**config.mk**
```make
export PLATFORM = sky130hd
export DESIGN_NAME = ps2_dual_regs
export DESIGN_NICKNAME = d
export VERILOG_FILES = /design/src/rtl/ps2r_pkg.sv /design/src/rtl/ps2r_rx_fifo.sv /design/src/rtl/ps2r_port.sv /design/src/rtl/ps2_dual_regs.sv
export SDC_FILE = /design/constraint.sdc
export NUM_CORES = 1
export LEC_CHECK = 0
export ABC_CLOCK_PERIOD_IN_PS = 7900
export BUFFER_PORTS_ARGS = -buffer_cell sky130_fd_sc_hd__buf_4
export CAP_MARGIN = 30
export CELL_PAD_IN_SITES_DETAIL_PLACEMENT = 1
export CELL_PAD_IN_SITES_GLOBAL_PLACEMENT = 1
export CORE_MARGIN = 3
export CORE_UTILIZATION = 35
export CTS_CLUSTER_DIAMETER = 200
export DETAILED_ROUTE_END_ITERATION = 8
export GPL_ROUTABILITY_DRIVEN = 1
export PLACE_DENSITY_LB_ADDON = 0.08
export SYNTH_ARGS = -nofsm -noshare
export SYNTH_HDL_FRONTEND = slang
export SYNTH_SLANG_ARGS = --single-unit
```
**constraint.sdc**
```tcl
create_clock -name clk -period 7.9 [get_ports clk]
set_input_delay 2.37 -clock clk [delete_from_list [all_inputs] [get_ports clk]]
set_output_delay 2.37 -clock clk [all_outputs]
set_load 0.01 [all_outputs]
```
**src/rtl/ps2r_pkg.sv**
```systemverilog
package ps2r_pkg;
  // register offsets, bus_addr[3:2]
  localparam logic [1:0] OFS_ID   = 2'd0;  // read: port ID, write: no effect
  localparam logic [1:0] OFS_DATA = 2'd1;  // read: receive byte, write: transmit byte
  localparam logic [1:0] OFS_CTRL = 2'd2;
  localparam logic [1:0] OFS_STAT = 2'd3;  // read only

  // control byte bit positions
  localparam int CB_EN     = 0;
  localparam int CB_LOOP   = 1;
  localparam int CB_DIAG   = 5;
  localparam int CB_DATDIR = 6;
  localparam int CB_CLKDIR = 7;

  // status byte bit positions
  localparam int SB_RXNE   = 0;
  localparam int SB_TXNE   = 1;
  localparam int SB_TXERR  = 2;
  localparam int SB_PERR   = 3;
  localparam int SB_ANYIRQ = 4;
  localparam int SB_DATSHD = 6;
  localparam int SB_CLKSHD = 7;
endpackage

```
**src/rtl/ps2r_rx_fifo.sv**
```systemverilog
module ps2r_rx_fifo #(
  parameter int DW    = 8,
  parameter int DEPTH = 16,
  parameter int LVL_W = $clog2(DEPTH + 1)
) (
  input  logic             clk,
  input  logic             rst,
  input  logic             push,
  input  logic [DW-1:0]    din,
  input  logic             pop,
  output logic [DW-1:0]    dout,
  output logic             empty,
  output logic             full,
  output logic [LVL_W-1:0] level
);
  localparam int AW = $clog2(DEPTH);

  logic [DW-1:0] mem [DEPTH];
  logic [AW-1:0] wp, rp;

  assign empty = (level == '0);
  assign full  = (level == LVL_W'(DEPTH));
  assign dout  = mem[rp];

  // storage array: no reset, single write port
  always_ff @(posedge clk) begin
    if (push && !full) mem[wp] <= din;
  end

  always_ff @(posedge clk) begin
    if (rst) begin
      wp    <= '0;
      rp    <= '0;
      level <= '0;
    end else begin
      if (push && !full) wp <= wp + 1'b1;
      if (pop && !empty) rp <= rp + 1'b1;
      case ({push && !full, pop && !empty})
        2'b10:   level <= level + 1'b1;
        2'b01:   level <= level - 1'b1;
        default: level <= level;
      endcase
    end
  end
endmodule

```
**src/rtl/ps2r_port.sv**
```systemverilog
module ps2r_port
  import ps2r_pkg::*;
#(
  parameter int DW      = 8,
  parameter int DEPTH   = 16,
  parameter int PORT_ID = 0,
  parameter int LVL_W   = $clog2(DEPTH + 1)
) (
  input  logic             clk,
  input  logic             rst,
  input  logic             wr_en,
  input  logic             rd_en,
  input  logic [1:0]       reg_sel,
  input  logic [DW-1:0]    wdata,
  input  logic             any_irq,
  output logic [DW-1:0]    rd_val,
  output logic             irq,
  output logic             lb_mode,
  input  logic             rx_valid,
  input  logic [DW-1:0]    rx_data,
  output logic             tx_valid,
  output logic [DW-1:0]    tx_data,
  input  logic             tx_ready,
  input  logic             tx_err,
  input  logic             rx_perr,
  output logic [LVL_W-1:0] rx_level
);
  logic [DW-1:0] ctrl, lb_buf, fifo_dout, status;
  logic          lb_full, terr, perr, fifo_empty, fifo_full, fifo_pop, stat_clr;

  assign lb_mode  = ctrl[CB_LOOP];
  assign fifo_pop = rd_en && (reg_sel == OFS_DATA) && !lb_mode;
  assign stat_clr = rd_en && (reg_sel == OFS_STAT);
  assign irq      = lb_mode ? lb_full : !fifo_empty;

  ps2r_rx_fifo #(.DW(DW), .DEPTH(DEPTH), .LVL_W(LVL_W)) u_fifo (
    .clk  (clk),
    .rst  (rst),
    .push (rx_valid),
    .din  (rx_data),
    .pop  (fifo_pop),
    .dout (fifo_dout),
    .empty(fifo_empty),
    .full (fifo_full),
    .level(rx_level)
  );

  always_ff @(posedge clk) begin
    if (rst) begin
      ctrl     <= '0;
      lb_buf   <= '0;
      lb_full  <= 1'b0;
      tx_valid <= 1'b0;
      tx_data  <= '0;
      terr     <= 1'b0;
      perr     <= 1'b0;
    end else begin
      if (tx_valid && tx_ready) tx_valid <= 1'b0;
      if (rd_en && (reg_sel == OFS_DATA) && lb_mode) lb_full <= 1'b0;
      if (wr_en) begin
        case (reg_sel)
          OFS_DATA: begin
            if (lb_mode) begin
              lb_buf  <= wdata;
              lb_full <= 1'b1;
            end else begin
              tx_data  <= wdata;
              tx_valid <= 1'b1;
            end
          end
          OFS_CTRL: ctrl <= wdata;
          default:  ;
        endcase
      end
      terr <= (terr && !stat_clr) || tx_err;
      perr <= (perr && !stat_clr) || rx_perr;
    end
  end

  always_comb begin
    status             = '0;
    status[SB_RXNE]    = lb_mode ? lb_full : !fifo_empty;
    status[SB_TXNE]    = tx_valid;
    status[SB_TXERR]   = terr;
    status[SB_PERR]    = perr;
    status[SB_ANYIRQ]  = any_irq;
    status[SB_DATSHD]  = !(ctrl[CB_DIAG] && !ctrl[CB_DATDIR]);
    status[SB_CLKSHD]  = !(ctrl[CB_DIAG] && !ctrl[CB_CLKDIR]);
  end

  always_comb begin
    case (reg_sel)
      OFS_ID:   rd_val = DW'(PORT_ID);
      OFS_DATA: rd_val = lb_mode ? lb_buf : (fifo_empty ? '0 : fifo_dout);
      OFS_CTRL: rd_val = ctrl;
      default:  rd_val = status;
    endcase
  end

  logic unused_ok;
  assign unused_ok = ctrl[CB_EN] ^ fifo_full;
endmodule

```
**src/rtl/ps2_dual_regs.sv**
```systemverilog
module ps2_dual_regs #(
  parameter int DW       = 8,
  parameter int NPORT    = 2,
  parameter int RX_DEPTH = 16,
  parameter int WIN_BIT  = 8,
  parameter int ADDR_W   = 9,
  localparam int SEL_W   = ADDR_W - WIN_BIT,
  localparam int LVL_W   = $clog2(RX_DEPTH + 1)
) (
  input  logic                clk,
  input  logic                rst,
  input  logic [ADDR_W-1:0]   bus_addr,
  input  logic                bus_wr,
  input  logic                bus_rd,
  input  logic [DW-1:0]       bus_wdata,
  output logic [DW-1:0]       bus_rdata,
  output logic                irq_out,
  input  logic [NPORT-1:0]    rx_valid,
  input  logic [NPORT*DW-1:0] rx_data,
  output logic [NPORT-1:0]    tx_valid,
  output logic [NPORT*DW-1:0] tx_data,
  input  logic [NPORT-1:0]    tx_ready,
  input  logic [NPORT-1:0]    tx_err,
  input  logic [NPORT-1:0]    rx_perr
);
  logic [SEL_W-1:0]       port_idx;
  logic [1:0]             reg_sel;
  logic [NPORT-1:0]       port_irq, port_lb;
  logic [DW-1:0]          rd_vals [NPORT];
  logic [DW-1:0]          sel_val;
  logic [NPORT*LVL_W-1:0] rx_level;
  logic                   any_irq;

  assign port_idx = bus_addr[ADDR_W-1:WIN_BIT];
  assign reg_sel  = bus_addr[3:2];
  assign any_irq  = |port_irq;

  for (genvar i = 0; i < NPORT; i++) begin : g_port
    logic hit;
    assign hit = (port_idx == SEL_W'(i));
    ps2r_port #(.DW(DW), .DEPTH(RX_DEPTH), .PORT_ID(i), .LVL_W(LVL_W)) u_port (
      .clk     (clk),
      .rst     (rst),
      .wr_en   (bus_wr && hit),
      .rd_en   (bus_rd && hit),
      .reg_sel (reg_sel),
      .wdata   (bus_wdata),
      .any_irq (any_irq),
      .rd_val  (rd_vals[i]),
      .irq     (port_irq[i]),
      .lb_mode (port_lb[i]),
      .rx_valid(rx_valid[i]),
      .rx_data (rx_data[i*DW +: DW]),
      .tx_valid(tx_valid[i]),
      .tx_data (tx_data[i*DW +: DW]),
      .tx_ready(tx_ready[i]),
      .tx_err  (tx_err[i]),
      .rx_perr (rx_perr[i]),
      .rx_level(rx_level[i*LVL_W +: LVL_W])
    );
  end

  always_comb begin
    sel_val = '0;
    for (int i = 0; i < NPORT; i++)
      if (port_idx == SEL_W'(i)) sel_val = rd_vals[i];
  end

  always_ff @(posedge clk) begin
    if (rst) begin
      bus_rdata <= '0;
      irq_out   <= 1'b0;
    end else begin
      bus_rdata <= bus_rd ? sel_val : '0;
      irq_out   <= any_irq;
    end
  end
endmodule

```
# After elaboration in Yosys (flattened, before gate mapping)
# Memory sizes are Yosys's and may differ from the RTL's. A register that Yosys moved wholly into a read port is not among the register bits.
# Cells that the tools add are included.
dict set report word_totals {
  regBits 91
  ram_bits 256
  in_bits 45
  out_inout_bits 27
  wordCells 139
  memories 2
}
# name words word_bits read_ports rd_clocked_by_memory_dff wr line_no
set memory_table {}
lappend memory_table {{g_port[0].u_port.u_fifo.mem} 16 8 1 1 1 ps2r_rx_fifo.sv:18} ;# logic [DW-1:0] mem [DEPTH];
lappend memory_table {{g_port[1].u_port.u_fifo.mem} 16 8 1 1 1 ps2r_rx_fifo.sv:18}
dict set report classes {
  n_addsub 8
  n_eq_ne 9
  n_mux 35
  bitwise 4
  reduce_logical 59
}
# operator n
set op_table {}
lappend op_table {{$pmux W8 S3} 2}
lappend op_table {{$mux W8} 5}
lappend op_table {{$logic_and A1 B1 Y1} 26}
lappend op_table {{$mux W1} 22}
lappend op_table {{$pmux W5 S2} 2}
lappend op_table {{$add A4 B1 Y4 const B} 4}
lappend op_table {{$logic_not A1 Y1} 16}
lappend op_table {{$mux W4} 4}
lappend op_table {{$reduce_and A3 Y1} 4}
lappend op_table {{$add A5 B1 Y5 const B} 2}
lappend op_table {{$eq A5 B5 Y1 const B} 2}
lappend op_table {{$logic_not A5 Y1} 2}
lappend op_table {{$sub A5 B1 Y5 const B} 2}
lappend op_table {{$eq A2 B2 Y1 const B} 4}
lappend op_table {{$eq A2 B1 Y1 const B} 3}
lappend op_table {{$logic_or A1 B1 Y1} 4}
lappend op_table {{$not A1 Y1} 4}
lappend op_table {{$reduce_and A2 Y1} 2}
lappend op_table {{$reduce_bool A2 Y1} 2}
lappend op_table {{$reduce_or A2 Y1} 2}
lappend op_table {{$logic_not A2 Y1} 1}

# Logic depth before layout (Yosys ltp)
dict set report logic_depth {
  depth_word 8
  depth_mapped 13
  depth_no_buf 11
}

# Modules after synthesis
# From an unflattened synthesis, not the netlist that was laid out.
dict set report unflattened {
  hier_cells 982
  hier_area_um2 14943.1
}
# module n_inst cells_per_inst area_per_inst_um2
set modules_own_cells {}
lappend modules_own_cells {ps2r_rx_fifo 2 305 5974.5}
lappend modules_own_cells {{ps2r_port (g_port[1].u_port)} 1 170 1337.5}
lappend modules_own_cells {{ps2r_port (g_port[0].u_port)} 1 168 1298.7}
lappend modules_own_cells {ps2_dual_regs 1 34 357.8}

# Least setup slack after synthesis
# OpenSTA, ideal clock, no wires.
dict set report synth_path {
  path_kind {input port to flip-flop}
  start {in bus_addr[2]}
  end {reg g_port[1].u_port.u_fifo.level[4]}
  t_arrival_ns 4.883
  slack_ns 2.894
  path_stages 12
  path_buffers 2
  path_cell_list {buf_4 > or3b_4 > a211oi_2 > ha_1 > clkbuf_1 > xor2_1 > ha_1 > nand2_1 > nor3_1 > mux2i_1 > a31oi_1 > mux2_1}
}
dict set report synth_via {
  elab_chain_cells 6
  elab_cells_between_ends 8
}
# item line_no
set synth_rtl {}
lappend synth_rtl {{start, declared} ps2_dual_regs.sv:12} ;# input logic [ADDR_W-1:0] bus_addr,
lappend synth_rtl {{$eq A2 B1 Y1 (*)} ps2r_port.sv:32} ;# assign fifo_pop = rd_en && (reg_sel == OFS_DATA) && !lb_mode;
lappend synth_rtl {{$logic_and A1 B1 Y1 (*) (2 in series)} ps2r_port.sv:32}
lappend synth_rtl {{$logic_and A1 B1 Y1 (*)} ps2r_rx_fifo.sv:38} ;# case ({push && !full, pop && !empty})
lappend synth_rtl {{$eq A2 B1 Y1 or $eq A2 B2 Y1 (tied branches)} ps2r_rx_fifo.sv:38}
lappend synth_rtl {{$pmux W5 S2 or $reduce_bool A2 Y1 (tied branches)} -}
lappend synth_rtl {{end signal, assigned} ps2r_rx_fifo.sv:39} ;# 2'b10: level <= level + 1'b1;
lappend synth_rtl {{end signal, assigned} ps2r_rx_fifo.sv:40} ;# 2'b01: level <= level - 1'b1;
lappend synth_rtl {{end signal, assigned} ps2r_rx_fifo.sv:41} ;# default: level <= level;
lappend synth_rtl {{end, declared} ps2r_rx_fifo.sv:14} ;# output logic [LVL_W-1:0] level
# Mark *: on every way between the ends. The rest lies on a longest branch, timed or not.
# A chain may end at the register's enable or synchronous reset.

# Final worst setup path
# Ends and elaborated chain as after synthesis.

==> impl_metrics.tcl <==
set metrics [dict create \
    clockBufferDepth 3 \
    p_sw_mw 0.8853 \
    multiInputGateArea_mm2 0.004511 \
    drt_pre_antenna_iters 4 \
    synth_top_area_share_pct 52.57 \
    place_hpwl_mm 23.77 \
    synth_ff_type "edfxtp_1" \
    hold_viol 0 \
    fp-row-count 74 \
    initial_core_util_pct 35.65 \
    cts_resized 0 \
    layout.cells.non_filler 1583 \
    fin_tns_setup_ns 0 \
    cp_max_fo 19 \
    power_density_mw_per_mm2 240.3 \
    gr-usage-all-layers_pct 16.58 \
    rsz0062_at_grt "no" \
    clock_power_share_pct 44.6 \
    finClkSkew_ns 0.01164 \
    top_level_ports 72 \
    synth_area_leaders "edfxtp_1, dfxtp_1, mux4_2" \
    io_buffers 65 \
    swShare_pct 21.70 \
    top_usage_layer "met2" \
    holdPathStages 2 \
    slew_violations 0 \
    ys_ff_latch 355 \
    vdd_ir_drop_max_mv 0.1462 \
    cts_tree "built" \
    ys_seq_area_share_pct 66.12 \
    overflow 0 \
    yosys.cell_types.count 69 \
    ys_warn_count 0 \
    leakage_nw 5.806 \
    dp.cells 1509 \
    avgRoutedWirePerCell_um 22.82 \
    antenna_found_initial 0 \
    fp.dieW_um 210.4 \
    drtIter0Drc 499 \
    grt_pass1_wl_mm 55.08 \
    whs_ns 0.4541 \
    clk_latency_ns 0.54 \
    die_y_um 210.4 \
    drc 0 \
    slew_headroom_pct 35.82 \
    grt_pass1_vias 8575 \
    gr-usage-met2_pct 26.85 \
    netlist_area_mm2 0.01462 \
    combPwrFrac_pct 5.2 \
    postSynthCellCount 936 \
    cp.arrival_ns 5.26 \
    synth_edf_count 256 \
    synth_fp_nets 995 \
    detail_route.wirelength_mm 36.12 \
    n_antenna_cell 0 \
    use_met1_pct 23.12 \
    crit_path_start_kind "input port" \
    ys_async_sr_fraction_pct 0 \
    ff2ff_path_depth 10 \
    grt_max_degree 53 \
    min_period_over_period_pct 61.20 \
    num-fill-cells 4110 \
    die_area_mm2 0.04427 \
    postRouteAntennaNets 0 \
    gp_congestion 0.7049 \
    setup_violations 0 \
    area_growth_pct 16.12 \
    vias 8099 \
    internal_power_mw 3.195 \
    use_met3_pct 2.471 \
    tightest_slew_ns 0.9591 \
    seqPwrFrac_pct 50.2 \
    fin_crit_ns 4.835 \
    endpoint_kind "flip-flop" \
    crit_type "input port to flip-flop" \
    synth_largest_area_cell "edfxtp_1" \
    drv_cap 0 \
    clk_pin_slew_worst_paths_ns 0.06 \
    final_util_pct 41.40 \
    nets 1078 \
    hold_class "flip-flop to flip-flop" \
    required_ns 8.33 \
    seq_area_mm2 0.009673 \
    syn_area_per_cell_um2 15.62 \
    cts.sinks 355 \
    outcome "complete, no violations" \
    coreArea_mm2 0.04102 \
    drive_gt1_share_pct 21.79 \
    numCtsBuffers 40 \
    fmax_mhz 206.8 \
    cts_setup_buffers 0 \
    cts_root_buf "clkbuf_16" \
    cts_hold_buf 0 \
    htree_num_levels 2 \
    viasPerCell 5.116 \
]
-- layer usage --
layer	vias up	part of all wire, %	wire length, um
li1	3755	-	-
met2	130	47	17140
met4	0	2.5	895
met5	-	0	0
met1	4156	46	16720
met3	58	3.8	1365
-- synth_stat cells, types with 3 or more instances --
| master | number |
|---|---|
| mux2i_1 | 51 |
| a21o_1 | 5 |
| dfxtp_1 | 99 |
| clkbuf_1 | 31 |
| buf_4 | 5 |
| nand4_1 | 4 |
| nor2_1 | 103 |
| buf_2 | 5 |
| inv_1 | 13 |
| xnor2_1 | 5 |
| a31oi_1 | 5 |
| edfxtp_1 | 256 |
| mux4_2 | 48 |
| ha_1 | 14 |
| mux4_1 | 26 |
| clkbuf_8 | 6 |
| a21oi_1 | 45 |
| mux2_2 | 7 |
| buf_12 | 3 |
| nand3_1 | 7 |
| nand2_1 | 64 |
| xor2_1 | 11 |
| a22oi_1 | 3 |
| o21ai_0 | 12 |
| buf_6 | 4 |
| buf_1 | 5 |
| nor3_1 | 16 |
| nor2b_1 | 12 |
| and3_1 | 5 |
| a221oi_1 | 4 |
| nand2b_1 | 11 |
| a221o_1 | 3 |
-- sequential cells by signal (all words and copies together) (netlist names), named ones only --
| register | cells |
|---|---|
| bus_rdata | 8 |
| g_port.u_port.ctrl | 16 |
| g_port.u_port.lb_buf | 16 |
| g_port.u_port.lb_full | 2 |
| g_port.u_port.perr | 2 |
| g_port.u_port.terr | 2 |
| g_port.u_port.tx_data | 16 |
| g_port.u_port.tx_valid | 2 |
| g_port.u_port.u_fifo.level | 10 |
| g_port.u_port.u_fifo.mem | 256 |
| g_port.u_port.u_fifo.rp | 8 |
| g_port.u_port.u_fifo.wp | 8 |
| irq_out | 1 |
-- area by class of cell --
class	instances	area share, %
clock buffer	51	6.263
clock inverter	23	1.253
inverter	13	0.2874
multi-input combinational	507	26.56
sequential	355	56.96
tap	532	3.920
timing repair buffer	102	4.752
-- power by group through the flow --
| stage | logic (mW) | registers, mW | clock network (mW) |
|---|---|---|---|
| 2_1_floorplan | 0.126 | 2.08 | 0 |
| 6_report | 0.214 | 2.05 | 1.82 |
| 5_1_grt | 0.238 | 2.05 | 1.96 |
| 3_3_place_gp | 0.217 | 2.09 | 0 |
| 3_5_place_dp | 0.219 | 2.09 | 0 |
| 4_1_cts | 0.220 | 2.05 | 1.89 |
-- cells by family after synthesis --
group                      Yosys count  share of synthesized area (%)
DFF                                355                          66.12
and+or+nand+nor                    245                          7.854
muxes                              134                          16.25
AOI/OAI and AO/OA                   98                          4.552
buffers and inverters               74                          3.072
xor gates and xnor gates            16                         0.9582
adders and majority gates           14                          1.198
-- critical path: stages --
cell	delay [ns]
buf_4	0.25
or3b_4	0.45
a211oi_2	0.49
ha_1	0.43
xor2_1	0.19
ha_1	0.24
nand2_1	0.07
nor3_1	0.14
mux2i_1	0.09
a31oi_1	0.19
mux2_1	0.33
-- cell usage in the layout (no fill, tap or decap), types with 6 or more instances in the layout --
cell	instances
a21oi_1	45
buf_4	91
buf_6	11
clkbuf_1	10
clkbuf_16	41
clkinv_1	10
clkinv_2	6
dfxtp_1	96
edfxtp_1	256
ha_1	14
inv_1	13
mux2_2	7
mux2i_1	51
mux4_1	26
mux4_2	48
nand2_1	64
nand2b_1	11
nand3_1	7
nor2_1	103
nor2b_1	12
nor3_1	15
o21ai_0	12
xor2_1	11
-- path summary, 6_finish.rpt --
path                                               start                                to  slack (ns)
worst max-delay path                         bus_addr[2]  g_port[1].u_port.u_fifo.level[4]        3.07
worst min-delay path            g_port[1].u_port.ctrl[2]          g_port[1].u_port.ctrl[2]        0.45
worst max register to register  g_port[1].u_port.ctrl[1]  g_port[1].u_port.u_fifo.level[4]        4.71
worst min register to register  g_port[1].u_port.ctrl[2]          g_port[1].u_port.ctrl[2]        0.45
-- through the flow --
stage	worst slack [ns]	power (mW)	instance area [um^2]
final	3.065	4.080	16980
after global routing	2.720	4.250	16980
after CTS	3.071	4.155	16980
after detailed placement	2.489	2.306	15710
after global placement	2.467	2.303	15570
after floorplan	2.894	2.207	14620
Note: power is estimated with default switching activity, not from simulation.
